[config.mk]
export PLATFORM = sky130hd
export DESIGN_NAME = et_regfile
export DESIGN_NICKNAME = d
export VERILOG_FILES = /design/src/rtl/et_regs_pkg.sv /design/src/rtl/et_rst_sync.sv /design/src/rtl/et_main_cnt.sv /design/src/rtl/et_chan_regs.sv /design/src/rtl/et_regfile.sv
export SDC_FILE = /design/constraint.sdc
export NUM_CORES = 1
export LEC_CHECK = 0
export ABC_AREA = 1
export ABC_CLOCK_PERIOD_IN_PS = 14100
export BUFFER_PORTS_ARGS = -buffer_cell sky130_fd_sc_hd__buf_2
export CAP_MARGIN = 20
export CORE_AREA = 2 2 246 248
export DETAILED_ROUTE_END_ITERATION = 6
export DIE_AREA = 0 0 248 250
export PLACE_DENSITY = 0.79
export SKIP_LAST_GASP = 1
export SLEW_MARGIN = 20
export SYNTH_ARGS = -nofsm -noshare
export SYNTH_HDL_FRONTEND = slang
export SYNTH_SLANG_ARGS = --single-unit
[constraint.sdc]
create_clock -name clk_i -period 14.1 [get_ports clk_i]
set_input_delay 1.41 -clock clk_i [delete_from_list [all_inputs] [get_ports clk_i]]
set_output_delay 1.41 -clock clk_i [all_outputs]
set_load 0.1 [all_outputs]
[src/rtl/et_regs_pkg.sv]
package et_regs_pkg;

  localparam int unsigned ADDR_W = 10;
  localparam int unsigned WORD_W = 32;
  localparam int unsigned CNT_W  = 64;

  // global register addresses
  localparam logic [ADDR_W-1:0] A_CAP_LO = 10'h000;
  localparam logic [ADDR_W-1:0] A_CAP_HI = 10'h004;
  localparam logic [ADDR_W-1:0] A_GCFG   = 10'h010;
  localparam logic [ADDR_W-1:0] A_GCFG_H = 10'h014;
  localparam logic [ADDR_W-1:0] A_CNT_LO = 10'h0F0;
  localparam logic [ADDR_W-1:0] A_CNT_HI = 10'h0F4;

  // channel windows
  localparam logic [ADDR_W-1:0] A_WIN_BASE = 10'h100;
  localparam int unsigned       WIN_SH     = 5;     // 0x20 bytes per window
  localparam int unsigned       IDX_W      = ADDR_W - WIN_SH;
  localparam int unsigned       MAX_TMR    = 24;    // windows in 0x100..0x3FF

  typedef enum logic [WIN_SH-1:0] {
    W_CFG_LO = 5'h00,
    W_CFG_HI = 5'h04,
    W_CMP_LO = 5'h08,
    W_CMP_HI = 5'h0C,
    W_RTE_LO = 5'h10,
    W_RTE_HI = 5'h14
  } win_word_e;

  // global configuration bits
  localparam int unsigned      GCFG_EN  = 0;
  localparam int unsigned      GCFG_LEG = 1;
  localparam logic [WORD_W-1:0] GCFG_WMASK = 32'h0000_0003;

  // channel configuration bits
  localparam int unsigned       TCFG_EN    = 2;
  localparam logic [WORD_W-1:0] TCFG_WMASK = 32'h0000_7F4E;
  localparam logic [WORD_W-1:0] TCFG_ONES  = 32'h0000_0030;

  // capability count field
  localparam int unsigned CAP_CNT_LSB = 8;
  localparam int unsigned CAP_CNT_W   = 5;

endpackage

[src/rtl/et_rst_sync.sv]
module et_rst_sync (
  input  logic clk_i,
  input  logic rst_ni,
  output logic rst_no
);

  logic [1:0] sync_q;

  always_ff @(posedge clk_i or negedge rst_ni) begin
    if (!rst_ni) begin
      sync_q <= 2'b00;
    end else begin
      sync_q <= {sync_q[0], 1'b1};
    end
  end

  assign rst_no = sync_q[1];

endmodule

[src/rtl/et_main_cnt.sv]
module et_main_cnt #(
  parameter int unsigned CNT_W  = 64,
  parameter int unsigned WORD_W = 32
) (
  input  logic              clk_i,
  input  logic              rst_ni,
  input  logic              run_i,
  input  logic              tick_i,
  input  logic              wr_lo_i,
  input  logic              wr_hi_i,
  input  logic [WORD_W-1:0] wdata_i,
  output logic [CNT_W-1:0]  cnt_o
);

  localparam int unsigned HI_W = CNT_W - WORD_W;

  logic [CNT_W-1:0] cnt_q;
  logic [CNT_W-1:0] cnt_d;
  logic             cnt_ce;
  logic             load;

  assign load   = wr_lo_i | wr_hi_i;
  assign cnt_ce = load | (run_i & tick_i);

  always_comb begin
    cnt_d = cnt_q;
    if (load) begin
      if (wr_lo_i) cnt_d[WORD_W-1:0]     = wdata_i;
      if (wr_hi_i) cnt_d[CNT_W-1:WORD_W] = wdata_i[HI_W-1:0];
    end else begin
      cnt_d = cnt_q + CNT_W'(1);
    end
  end

  always_ff @(posedge clk_i or negedge rst_ni) begin
    if (!rst_ni) begin
      cnt_q <= '0;
    end else if (cnt_ce) begin
      cnt_q <= cnt_d;
    end
  end

  assign cnt_o = cnt_q;

  AST_CNT_HOLD: assert property (@(posedge clk_i) disable iff (!rst_ni)
    (!run_i && !load) |=> $stable(cnt_q));
  AST_CNT_STEP: assert property (@(posedge clk_i) disable iff (!rst_ni)
    (run_i && tick_i && !load) |=> (cnt_q == $past(cnt_q) + CNT_W'(1)));
  AST_CNT_WR_LO: assert property (@(posedge clk_i) disable iff (!rst_ni)
    wr_lo_i |=> (cnt_q[WORD_W-1:0] == $past(wdata_i)));

endmodule

[src/rtl/et_chan_regs.sv]
module et_chan_regs
  import et_regs_pkg::*;
#(
  parameter logic [WORD_W-1:0] IRQ_CAP = 32'h00FF_0000
) (
  input  logic              clk_i,
  input  logic              rst_ni,
  input  logic              sel_i,
  input  logic              we_i,
  input  logic [WIN_SH-1:0] word_i,
  input  logic [WORD_W-1:0] wdata_i,
  input  logic              glb_en_i,
  input  logic              glb_on_i,
  input  logic              glb_off_i,
  output logic [WORD_W-1:0] rdata_o,
  output logic [WORD_W-1:0] cfg_o,
  output logic [CNT_W-1:0]  cmp_o,
  output logic [CNT_W-1:0]  route_o,
  output logic              arm_o,
  output logic              clr_o
);

  logic [WORD_W-1:0] cfg_q, cfg_d;
  logic [CNT_W-1:0]  cmp_q, cmp_d;
  logic [CNT_W-1:0]  rte_q, rte_d;
  logic              arm_q, arm_d;
  logic              clr_q, clr_d;
  logic              wr_cfg, wr_cmp_lo, wr_cmp_hi, wr_rte_lo, wr_rte_hi;
  logic              cfg_ce, cmp_ce, rte_ce;
  logic              ten_rise, ten_fall, cmp_live;

  assign wr_cfg    = sel_i & we_i & (word_i == W_CFG_LO);
  assign wr_cmp_lo = sel_i & we_i & (word_i == W_CMP_LO);
  assign wr_cmp_hi = sel_i & we_i & (word_i == W_CMP_HI);
  assign wr_rte_lo = sel_i & we_i & (word_i == W_RTE_LO);
  assign wr_rte_hi = sel_i & we_i & (word_i == W_RTE_HI);

  assign cfg_ce = wr_cfg;
  assign cmp_ce = wr_cmp_lo | wr_cmp_hi;
  assign rte_ce = wr_rte_lo | wr_rte_hi;

  assign ten_rise = wr_cfg & ~cfg_q[TCFG_EN] &  wdata_i[TCFG_EN];
  assign ten_fall = wr_cfg &  cfg_q[TCFG_EN] & ~wdata_i[TCFG_EN];
  assign cmp_live = (cmp_q != '1);

  always_comb begin
    cfg_d = (wdata_i & TCFG_WMASK) | (cfg_q & ~TCFG_WMASK);
    cmp_d = cmp_q;
    rte_d = rte_q;
    if (wr_cmp_lo) cmp_d[WORD_W-1:0]     = wdata_i;
    if (wr_cmp_hi) cmp_d[CNT_W-1:WORD_W] = wdata_i;
    if (wr_rte_lo) rte_d[WORD_W-1:0]     = wdata_i;
    if (wr_rte_hi) rte_d[CNT_W-1:WORD_W] = wdata_i;
    arm_d = (glb_on_i & cmp_live) | (glb_en_i & (ten_rise | cmp_ce));
    clr_d = glb_off_i | ten_fall;
  end

  always_ff @(posedge clk_i or negedge rst_ni) begin
    if (!rst_ni) begin
      cfg_q <= '0;
    end else if (cfg_ce) begin
      cfg_q <= cfg_d;
    end
  end

  always_ff @(posedge clk_i or negedge rst_ni) begin
    if (!rst_ni) begin
      cmp_q <= '1;
    end else if (cmp_ce) begin
      cmp_q <= cmp_d;
    end
  end

  always_ff @(posedge clk_i or negedge rst_ni) begin
    if (!rst_ni) begin
      rte_q <= '0;
    end else if (rte_ce) begin
      rte_q <= rte_d;
    end
  end

  always_ff @(posedge clk_i or negedge rst_ni) begin
    if (!rst_ni) begin
      arm_q <= 1'b0;
      clr_q <= 1'b0;
    end else begin
      arm_q <= arm_d;
      clr_q <= clr_d;
    end
  end

  assign cfg_o   = (cfg_q & TCFG_WMASK) | TCFG_ONES;
  assign cmp_o   = cmp_q;
  assign route_o = rte_q;
  assign arm_o   = arm_q;
  assign clr_o   = clr_q;

  always_comb begin
    unique case (word_i)
      W_CFG_LO: rdata_o = cfg_o;
      W_CFG_HI: rdata_o = IRQ_CAP;
      W_CMP_LO: rdata_o = cmp_q[WORD_W-1:0];
      W_CMP_HI: rdata_o = cmp_q[CNT_W-1:WORD_W];
      W_RTE_LO: rdata_o = rte_q[WORD_W-1:0];
      W_RTE_HI: rdata_o = rte_q[CNT_W-1:WORD_W];
      default:  rdata_o = '0;
    endcase
  end

  AST_GLB_ON_ARM: assert property (@(posedge clk_i) disable iff (!rst_ni)
    (glb_on_i && cmp_o != '1) |=> arm_o);
  AST_GLB_OFF_CLR: assert property (@(posedge clk_i) disable iff (!rst_ni)
    glb_off_i |=> clr_o);
  AST_CAP_BITS: assert property (@(posedge clk_i) disable iff (!rst_ni)
    wr_cfg |=> (cfg_o[5:4] == 2'b11));
  AST_NO_ARM_OFF: assert property (@(posedge clk_i) disable iff (!rst_ni)
    (!glb_en_i && !glb_on_i) |=> !arm_o);

endmodule

[src/rtl/et_regfile.sv]
module et_regfile
  import et_regs_pkg::*;
#(
  parameter int unsigned       NUM_TMR  = 3,
  parameter logic [WORD_W-1:0] CAP_BASE = 32'h8086_A001,
  parameter logic [WORD_W-1:0] TICK_FS  = 32'd10_000_000,
  parameter logic [WORD_W-1:0] IRQ_CAP  = 32'h00FF_0000
) (
  input  logic                      clk_i,
  input  logic                      rst_ni,
  input  logic                      tick_i,
  input  logic [ADDR_W-1:0]         bus_addr_i,
  input  logic [WORD_W-1:0]         bus_wdata_i,
  input  logic                      bus_we_i,
  output logic [WORD_W-1:0]         bus_rdata_o,
  output logic [CNT_W-1:0]          cnt_o,
  output logic                      en_o,
  output logic                      legacy_o,
  output logic [NUM_TMR*WORD_W-1:0] tmr_cfg_o,
  output logic [NUM_TMR*CNT_W-1:0]  tmr_cmp_o,
  output logic [NUM_TMR*CNT_W-1:0]  tmr_route_o,
  output logic [NUM_TMR-1:0]        tmr_arm_o,
  output logic [NUM_TMR-1:0]        tmr_clr_o
);

  localparam logic [CAP_CNT_W-1:0] CNT_FIELD = CAP_CNT_W'(NUM_TMR - 1);
  localparam logic [WORD_W-1:0]    CNT_MASK  = WORD_W'(((1 << CAP_CNT_W) - 1) << CAP_CNT_LSB);
  localparam logic [WORD_W-1:0]    CAP_LO    =
    (CAP_BASE & ~CNT_MASK) | (WORD_W'(CNT_FIELD) << CAP_CNT_LSB);

  logic                rst_n;
  logic [WORD_W-1:0]   gcfg_q, gcfg_d;
  logic                gcfg_ce;
  logic                wr_gcfg, wr_cnt_lo, wr_cnt_hi;
  logic                glb_on, glb_off;
  logic                win_hit;
  logic [ADDR_W-1:0]   win_off;
  logic [IDX_W-1:0]    win_idx;
  logic [WIN_SH-1:0]   win_word;
  logic                idx_ok;
  logic [WORD_W-1:0]   glb_rd;
  logic [WORD_W-1:0]   win_rd;
  logic [WORD_W-1:0]   chan_rd [NUM_TMR];
  logic [NUM_TMR-1:0]  chan_sel;

  et_rst_sync i_rst_sync (
    .clk_i  (clk_i),
    .rst_ni (rst_ni),
    .rst_no (rst_n)
  );

  // address decode
  assign win_hit  = (bus_addr_i >= A_WIN_BASE);
  assign win_off  = bus_addr_i - A_WIN_BASE;
  assign win_idx  = win_off[ADDR_W-1:WIN_SH];
  assign win_word = win_off[WIN_SH-1:0];
  assign idx_ok   = win_hit & (32'(win_idx) < NUM_TMR);

  assign wr_gcfg   = bus_we_i & (bus_addr_i == A_GCFG);
  assign wr_cnt_lo = bus_we_i & (bus_addr_i == A_CNT_LO);
  assign wr_cnt_hi = bus_we_i & (bus_addr_i == A_CNT_HI);

  // global configuration
  assign gcfg_ce = wr_gcfg;
  assign glb_on  = wr_gcfg & ~gcfg_q[GCFG_EN] &  bus_wdata_i[GCFG_EN];
  assign glb_off = wr_gcfg &  gcfg_q[GCFG_EN] & ~bus_wdata_i[GCFG_EN];

  always_comb begin
    gcfg_d = bus_wdata_i & GCFG_WMASK;
  end

  always_ff @(posedge clk_i or negedge rst_n) begin
    if (!rst_n) begin
      gcfg_q <= '0;
    end else if (gcfg_ce) begin
      gcfg_q <= gcfg_d;
    end
  end

  assign en_o     = gcfg_q[GCFG_EN];
  assign legacy_o = gcfg_q[GCFG_LEG];

  et_main_cnt #(
    .CNT_W  (CNT_W),
    .WORD_W (WORD_W)
  ) i_main_cnt (
    .clk_i   (clk_i),
    .rst_ni  (rst_n),
    .run_i   (gcfg_q[GCFG_EN]),
    .tick_i  (tick_i),
    .wr_lo_i (wr_cnt_lo),
    .wr_hi_i (wr_cnt_hi),
    .wdata_i (bus_wdata_i),
    .cnt_o   (cnt_o)
  );

  // channel windows
  for (genvar g = 0; g < NUM_TMR; g++) begin : g_chan
    assign chan_sel[g] = idx_ok & (win_idx == IDX_W'(g));

    et_chan_regs #(
      .IRQ_CAP (IRQ_CAP)
    ) i_chan (
      .clk_i     (clk_i),
      .rst_ni    (rst_n),
      .sel_i     (chan_sel[g]),
      .we_i      (bus_we_i),
      .word_i    (win_word),
      .wdata_i   (bus_wdata_i),
      .glb_en_i  (gcfg_q[GCFG_EN]),
      .glb_on_i  (glb_on),
      .glb_off_i (glb_off),
      .rdata_o   (chan_rd[g]),
      .cfg_o     (tmr_cfg_o[g*WORD_W +: WORD_W]),
      .cmp_o     (tmr_cmp_o[g*CNT_W +: CNT_W]),
      .route_o   (tmr_route_o[g*CNT_W +: CNT_W]),
      .arm_o     (tmr_arm_o[g]),
      .clr_o     (tmr_clr_o[g])
    );
  end

  // read path
  always_comb begin
    win_rd = '0;
    for (int i = 0; i < NUM_TMR; i++) begin
      if (chan_sel[i]) win_rd = win_rd | chan_rd[i];
    end
  end

  always_comb begin
    case (bus_addr_i)
      A_CAP_LO: glb_rd = CAP_LO;
      A_CAP_HI: glb_rd = TICK_FS;
      A_GCFG:   glb_rd = gcfg_q;
      A_CNT_LO: glb_rd = cnt_o[WORD_W-1:0];
      A_CNT_HI: glb_rd = cnt_o[CNT_W-1:WORD_W];
      default:  glb_rd = '0;
    endcase
  end

  assign bus_rdata_o = win_hit ? win_rd : glb_rd;

  AST_OOR_READ_ZERO: assert property (@(posedge clk_i) disable iff (!rst_n)
    (win_hit && !idx_ok) |-> (bus_rdata_o == '0));
  AST_GCFG_HI_ZERO: assert property (@(posedge clk_i) disable iff (!rst_n)
    (bus_addr_i == A_GCFG_H) |-> (bus_rdata_o == '0));
  AST_CNT_FROZEN_OFF: assert property (@(posedge clk_i) disable iff (!rst_n)
    (!en_o && !wr_cnt_lo && !wr_cnt_hi) |=> $stable(cnt_o));

endmodule

## Word-level counts from Yosys, hierarchy flattened

Cells that the tools add are included.

- Register bits after elaboration: 554
- Input port bits: 46
- Output and inout bits: 584

- $add $sub $neg: 2
- Order comparisons: 2
- Eq/ne operators: 16
- Multiplexer cells: 11
- Bitwise logic cells: 76
- Reductions and logical operators: 17

Operator list:

| cell | count |
|---|---|
| 32-bit one-hot mux with 6 select lines | 3 |
| 32-bit two-way mux | 6 |
| 64-bit inequality test (second input constant) | 3 |
| 32-bit one-hot mux with 5 select lines | 1 |
| 15-bit by 32-bit OR with 32-bit output | 3 |
| 64-bit by 1-bit adder with 64-bit output (second input constant) | 1 |
| 64-bit two-way mux | 1 |
| 32-bit OR | 2 |
| 1-bit bitwise AND | 48 |
| 2-bit AND reduction | 14 |
| 10-bit by 8-bit == test with 1-bit output (second input constant) | 2 |
| 1-bit OR | 17 |
| 10-bit by 3-bit == test with 1-bit output (second input constant) | 1 |
| 10-bit by 5-bit == test with 1-bit output (second input constant) | 1 |
| 5-bit by 4-bit == test with 1-bit output (second input constant) | 2 |
| 5-bit == test (second input constant) | 2 |
| 10-bit by 9-bit greater-or-equal comparator with 1-bit output (second input constant) | 1 |
| 10-bit zero test | 1 |
| 5-bit zero test | 2 |
| 10-bit by 9-bit subtractor with 10-bit output (second input constant) | 1 |
| 1-bit inverter | 6 |
| 5-bit by 1-bit == test with 1-bit output (second input constant) | 1 |
| 5-bit by 2-bit == test with 1-bit output (second input constant) | 1 |
| 5-bit by 3-bit == test with 1-bit output (second input constant) | 1 |
| other kinds (2) | 3 |

## Depth between registers and ports, before layout

- Depth after elaboration: 11
- Mapped depth: 15

## By module

Synthesis repeated with hierarchy kept, for this count alone.

- Cells, all modules: 3663
- Area total of the unflattened synthesis: 28576.2 sq um

Modules (own cells, without submodules):

| module | times used | cells each | area an instance (sq um) |
|---|---|---|---|
| et_chan_regs | 3 | 793 | 7140.6 |
| et_main_cnt | 1 | 829 | 5027.3 |
| et_regfile | 1 | 452 | 2073.2 |
| et_rst_sync | 1 | 3 | 53.8 |

## Least setup slack after synthesis

No wires, ideal clock.

- Path type: input -> output
- Start point: in bus_addr_i[8]
- End point: out bus_rdata_o[2]
- Arrival time: 3.421 ns
- Data required time: 12.690 ns
- Setup slack: 9.269 ns
- Cell stages on the path: 10
- Cells stage by stage: inv_1 > ha_1 > nand3_1 > nor2_1 > nand2_1 > buf_2 > clkbuf_1 > o22ai_1 > nand2_1 > nand4_1

- Cells in the longest elaborated chain, start to end: 10
- Elaborated cells between the ends (all ways): 22

Ends and longest elaborated chain:

| item | RTL line | RTL |
|---|---|---|
| start: declaration | et_regfile.sv:12 | `input logic [ADDR_W-1:0] bus_addr_i,` |
| 10-bit by 9-bit subtractor with 10-bit output | et_regfile.sv:54 | `assign win_off = bus_addr_i - A_WIN_BASE;` |
| 5-bit by 2-bit less-than comparator with 1-bit output | et_regfile.sv:57 | `assign idx_ok = win_hit & (32'(win_idx) < NUM_TMR);` |
| 1-bit bitwise AND | et_regfile.sv:57 |  |
| 1-bit bitwise AND | et_regfile.sv:99 | `assign chan_sel[g] = idx_ok & (win_idx == IDX_W'(g));` |
| 32-bit two-way mux | et_regfile.sv:126 | `if (chan_sel[i]) win_rd = win_rd \| chan_rd[i];` |
| 32-bit OR | et_regfile.sv:126 |  |
| 32-bit two-way mux | et_regfile.sv:126 |  |
| 32-bit OR | et_regfile.sv:126 |  |
| 32-bit two-way mux | et_regfile.sv:126 |  |
| 32-bit two-way mux (*) | et_regfile.sv:141 | `assign bus_rdata_o = win_hit ? win_rd : glb_rd;` |
| end: declaration | et_regfile.sv:15 | `output logic [WORD_W-1:0] bus_rdata_o,` |

Mark *: on every way between the ends. The rest lies on a longest branch, timed or not.

## Final worst setup path

- Start point: in bus_addr_i[0]
- End point: out bus_rdata_o[17]

The elaborated chain is that of the path after synthesis.

==> impl_results.md <==
- Async SR Flop Fraction: 100.0%
- Final worst slack: 7840 ps
- Die Wd: 248 um
- Vias in the first global route: approximately 24k
- Number of synthesized flops with an enable pin: 0
- Largest net degree at the start of global routing: 151
- DRT Pass-1 Iters: 6
- CP endpoint kind: primary output
- Total CTS buffers: 54
- Post-DP HPWL: between 80000 and 90000 um
- GRT Overall Usage: 36.22%
- Seq. cell area: roughly 13000 um2
- Detailed Route Iter0 Violations: ~3.5k
- First-pass GRT wire length: around 170000 um
- Total core area: 59570 um2
- Pre-CTS setup slack: 7847 ps
- Cells after Synth: 3443
- Die height: 250 um
- Post-CTS sizing: 0
- Fillers: 5817
- # clock sinks: 491
- Final ANT Viol Nets: 0
- Yosys top cell area share: 29.27%
- Hold depth: 0
- Total wire length: around 120000 um
- Wire per inst: 24.40 um
- CTS root buf: clkbuf_16
- Skew final: 36.46 ps
- Antenna violations before repair: 9
- Final period util: 44.40%
- Post-CTS setup buffers: 0
- Area growth, synth to finish: 18.69%
- CTS max path bufs: 3
- Routed vias: 27.21k
- Setup CP Type: input port to primary output
- # hold bufs at CTS: 0
- Synthesized area: 25560 um2
- Post-layout min period: 6260 ps
- Worst EP arrival: 4850 ps
- Worst slew pin tran: 1130 ps
- Synth cell count leaders: nand2_1 (1350), o21ai_0 (429), dfrtp_1 (299)
- CTS tree: built
- Max H-tree Level: 2
- FP Rows: 90
- Initial Utilization: 42.91%
- CP Cell Sequence: buf_2, nor2_2, nand2_1, nor2_4, o21ai_1, a21boi_2, buf_4, nand2_1, nand3_1, buf_2
- Max_cap viols: 0
- Setup TNS: 0 ps
- CTS clk-pin slew, worst paths: ~60 ps
- LEAKAGE: 14.88 nW
- Die area: 62000 um2
- Status: finished, final reports clean
- Adder-Cell Fraction of Synth Area: 0.1958%
- Synth Area in XOR/XNOR: 0.6852%
- Final Hold Viols: 0
- Largest family of logic cells by synthesized area: simple AND/OR/NAND/NOR gates
- IR drop worst, VDD: 0.09436 mV
- Worst path slowest cell: nor2_4
- Synth warn: 0
- Max incr delay on CP: 850 ps
- Reg2Reg Depth: 3
- Final Setup Violations: 0
- Worst rel slew slack: 24.48%
- Final #Nets: ~4k
- Max Slew Vio Count: 0
- Synth area leaders: dfrtp_1 (29%), nand2_1 (20%), dfstp_2 (20%), o21ai_0 (8.4%), nor2_1 (4.2%)
- Synth Flop Type: dfrtp_1
- Vias per inst: 5.764
- Yosys top cell by area: dfrtp_1
- Mean Syn Cell Area: 7.425 um2
- Overflow after GRT: 0
- IO Count: 630
- Synth Area in Simple Gates: 29.78%
- Crit path launch type: input port
- Yosys cell types: 41
- RSZ-0062 raised after global routing: no
- Count of input and output buffers: 566
- Routability cong.: 1.013
- Hold Crit Class: register to register
- Clk_lat worst skew: 630 ps
- Mux cell area share after synthesis: 0%
- DRC viols: 0
- Layout cell share with drive strength beyond 1: 23.53%
- Yosys reg bits: 491
- Area of the multi-input gates: roughly 11000 um2
- CP required: between 10000 and 15000 ps
- Synth Area in Compound Gates: approximately an eighth
- Max FO, Critical Path: 37
- Register area share after synthesis: 49.00%
- Count leader, synth: nand2_1
- Power per cell area: 110.9 nW/um2
- Achievable frequency: roughly 160 MHz
-- final cells by class --
| class | count | area share (%) |
|---|---|---|
| clock inverter | 23 | 0.7382 |
| antenna | 8 | 0.06598 |
| clock buffer | 79 | 5.266 |
| tap | 782 | 3.225 |
| multi-input combinational | 2601 | 37.51 |
| sequential | 491 | 41.30 |
| timing repair buffer | 592 | 10.09 |
| inverter | 145 | 1.806 |
-- worst paths after layout --
check                                               start                                  endpoint  slack [ps]
min in group asynchronous  i_rst_sync.sync_q[1]$_DFF_PN0_  g_chan[1].i_chan.route_o[34]$_DFFE_PN0P_         510
max reg2reg                i_rst_sync.sync_q[1]$_DFF_PN0_   g_chan[2].i_chan.route_o[0]$_DFFE_PN0P_       10370
min reg2reg                i_rst_sync.sync_q[0]$_DFF_PN0_            i_rst_sync.sync_q[1]$_DFF_PN0_         350
min                        i_rst_sync.sync_q[0]$_DFF_PN0_            i_rst_sync.sync_q[1]$_DFF_PN0_         350
max in group asynchronous  i_rst_sync.sync_q[1]$_DFF_PN0_   g_chan[2].i_chan.route_o[0]$_DFFE_PN0P_       10370
max                                         bus_addr_i[0]                           bus_rdata_o[17]        7840
-- per-stage QoR --
step / hold slack (ps) / total power (W) / instance area, um2 / util (%) / instances
6_report: 352.7 / 0.003366 / 30340 / 50.93 / 4721
5_1_grt: 365.5 / 0.003451 / 30330 / 50.91 / 4715
4_1_cts: 359.5 / 0.003370 / 30280 / 50.83 / 4712
3_5_place_dp: 347.7 / 0.001928 / 28460 / 47.77 / 4610
3_3_place_gp: 335.4 / 0.001926 / 28460 / 47.77 / 4610
2_1_floorplan: 331.1 / 0.001840 / 25800 / - / 3505
-- critical path: cells and delay by family --
kind / cells / cell delay [ps]
AOI/OAI and AO/OA: 2 / 650
buffers and inverters: 3 / 930
and+or+nand+nor: 5 / 1840
-- flip-flops by register name, summed over array words and instances, names as in the netlist --
signal and count:
i_main_cnt.cnt_o 64, gcfg_q 2, i_rst_sync.sync_q 2, g_chan.i_chan.cfg_q 33, g_chan.i_chan.cmp_o 192, g_chan.i_chan.clr_o 3
g_chan.i_chan.arm_o 3, g_chan.i_chan.route_o 192
-- cells by family (layout without fill, tap and decap cells) --
kind of cell / after synthesis / count (layout)
simple gates: 1883 / 1883
compound gates: 630 / 630
flops: 491 / 491
buf+inv: 413 / 839
xor+xnor: 20 / 20
fa+ha+maj: 4 / 4
other cells: 2 / 72
-- power by group --
group	internal [W]	switching [W]
Clock	0.000829	0.000626
Combinational	0.0000519	0.000370
Sequential	0.00143	0.0000545
Total	0.00232	0.00105
-- per-layer routing --
layer	vias to the layer above	GRT usage [%]	wire length (um)
li1	11940	-	-
met1	12910	50.19	43760
met2	2052	52.86	49420
met3	313	9.904	15980
met4	4	15.86	6036
met5	-	0	26
-- cell usage in the layout (no fill, tap or decap), types with 16 or more instances in the layout --
cell / count
o21ai_1: 94
dfrtp_1: 298
clkinv_2: 16
dfstp_2: 192
nand2_2: 17
nand4_1: 100
buf_2: 566
nand3_1: 99
o21ai_0: 429
a21oi_1: 57
clkbuf_16: 56
nor2_1: 283
buf_4: 24
inv_1: 132
conb_1: 64
nand2_1: 1348
No activity file was read; power rests on OpenSTA's default activity.
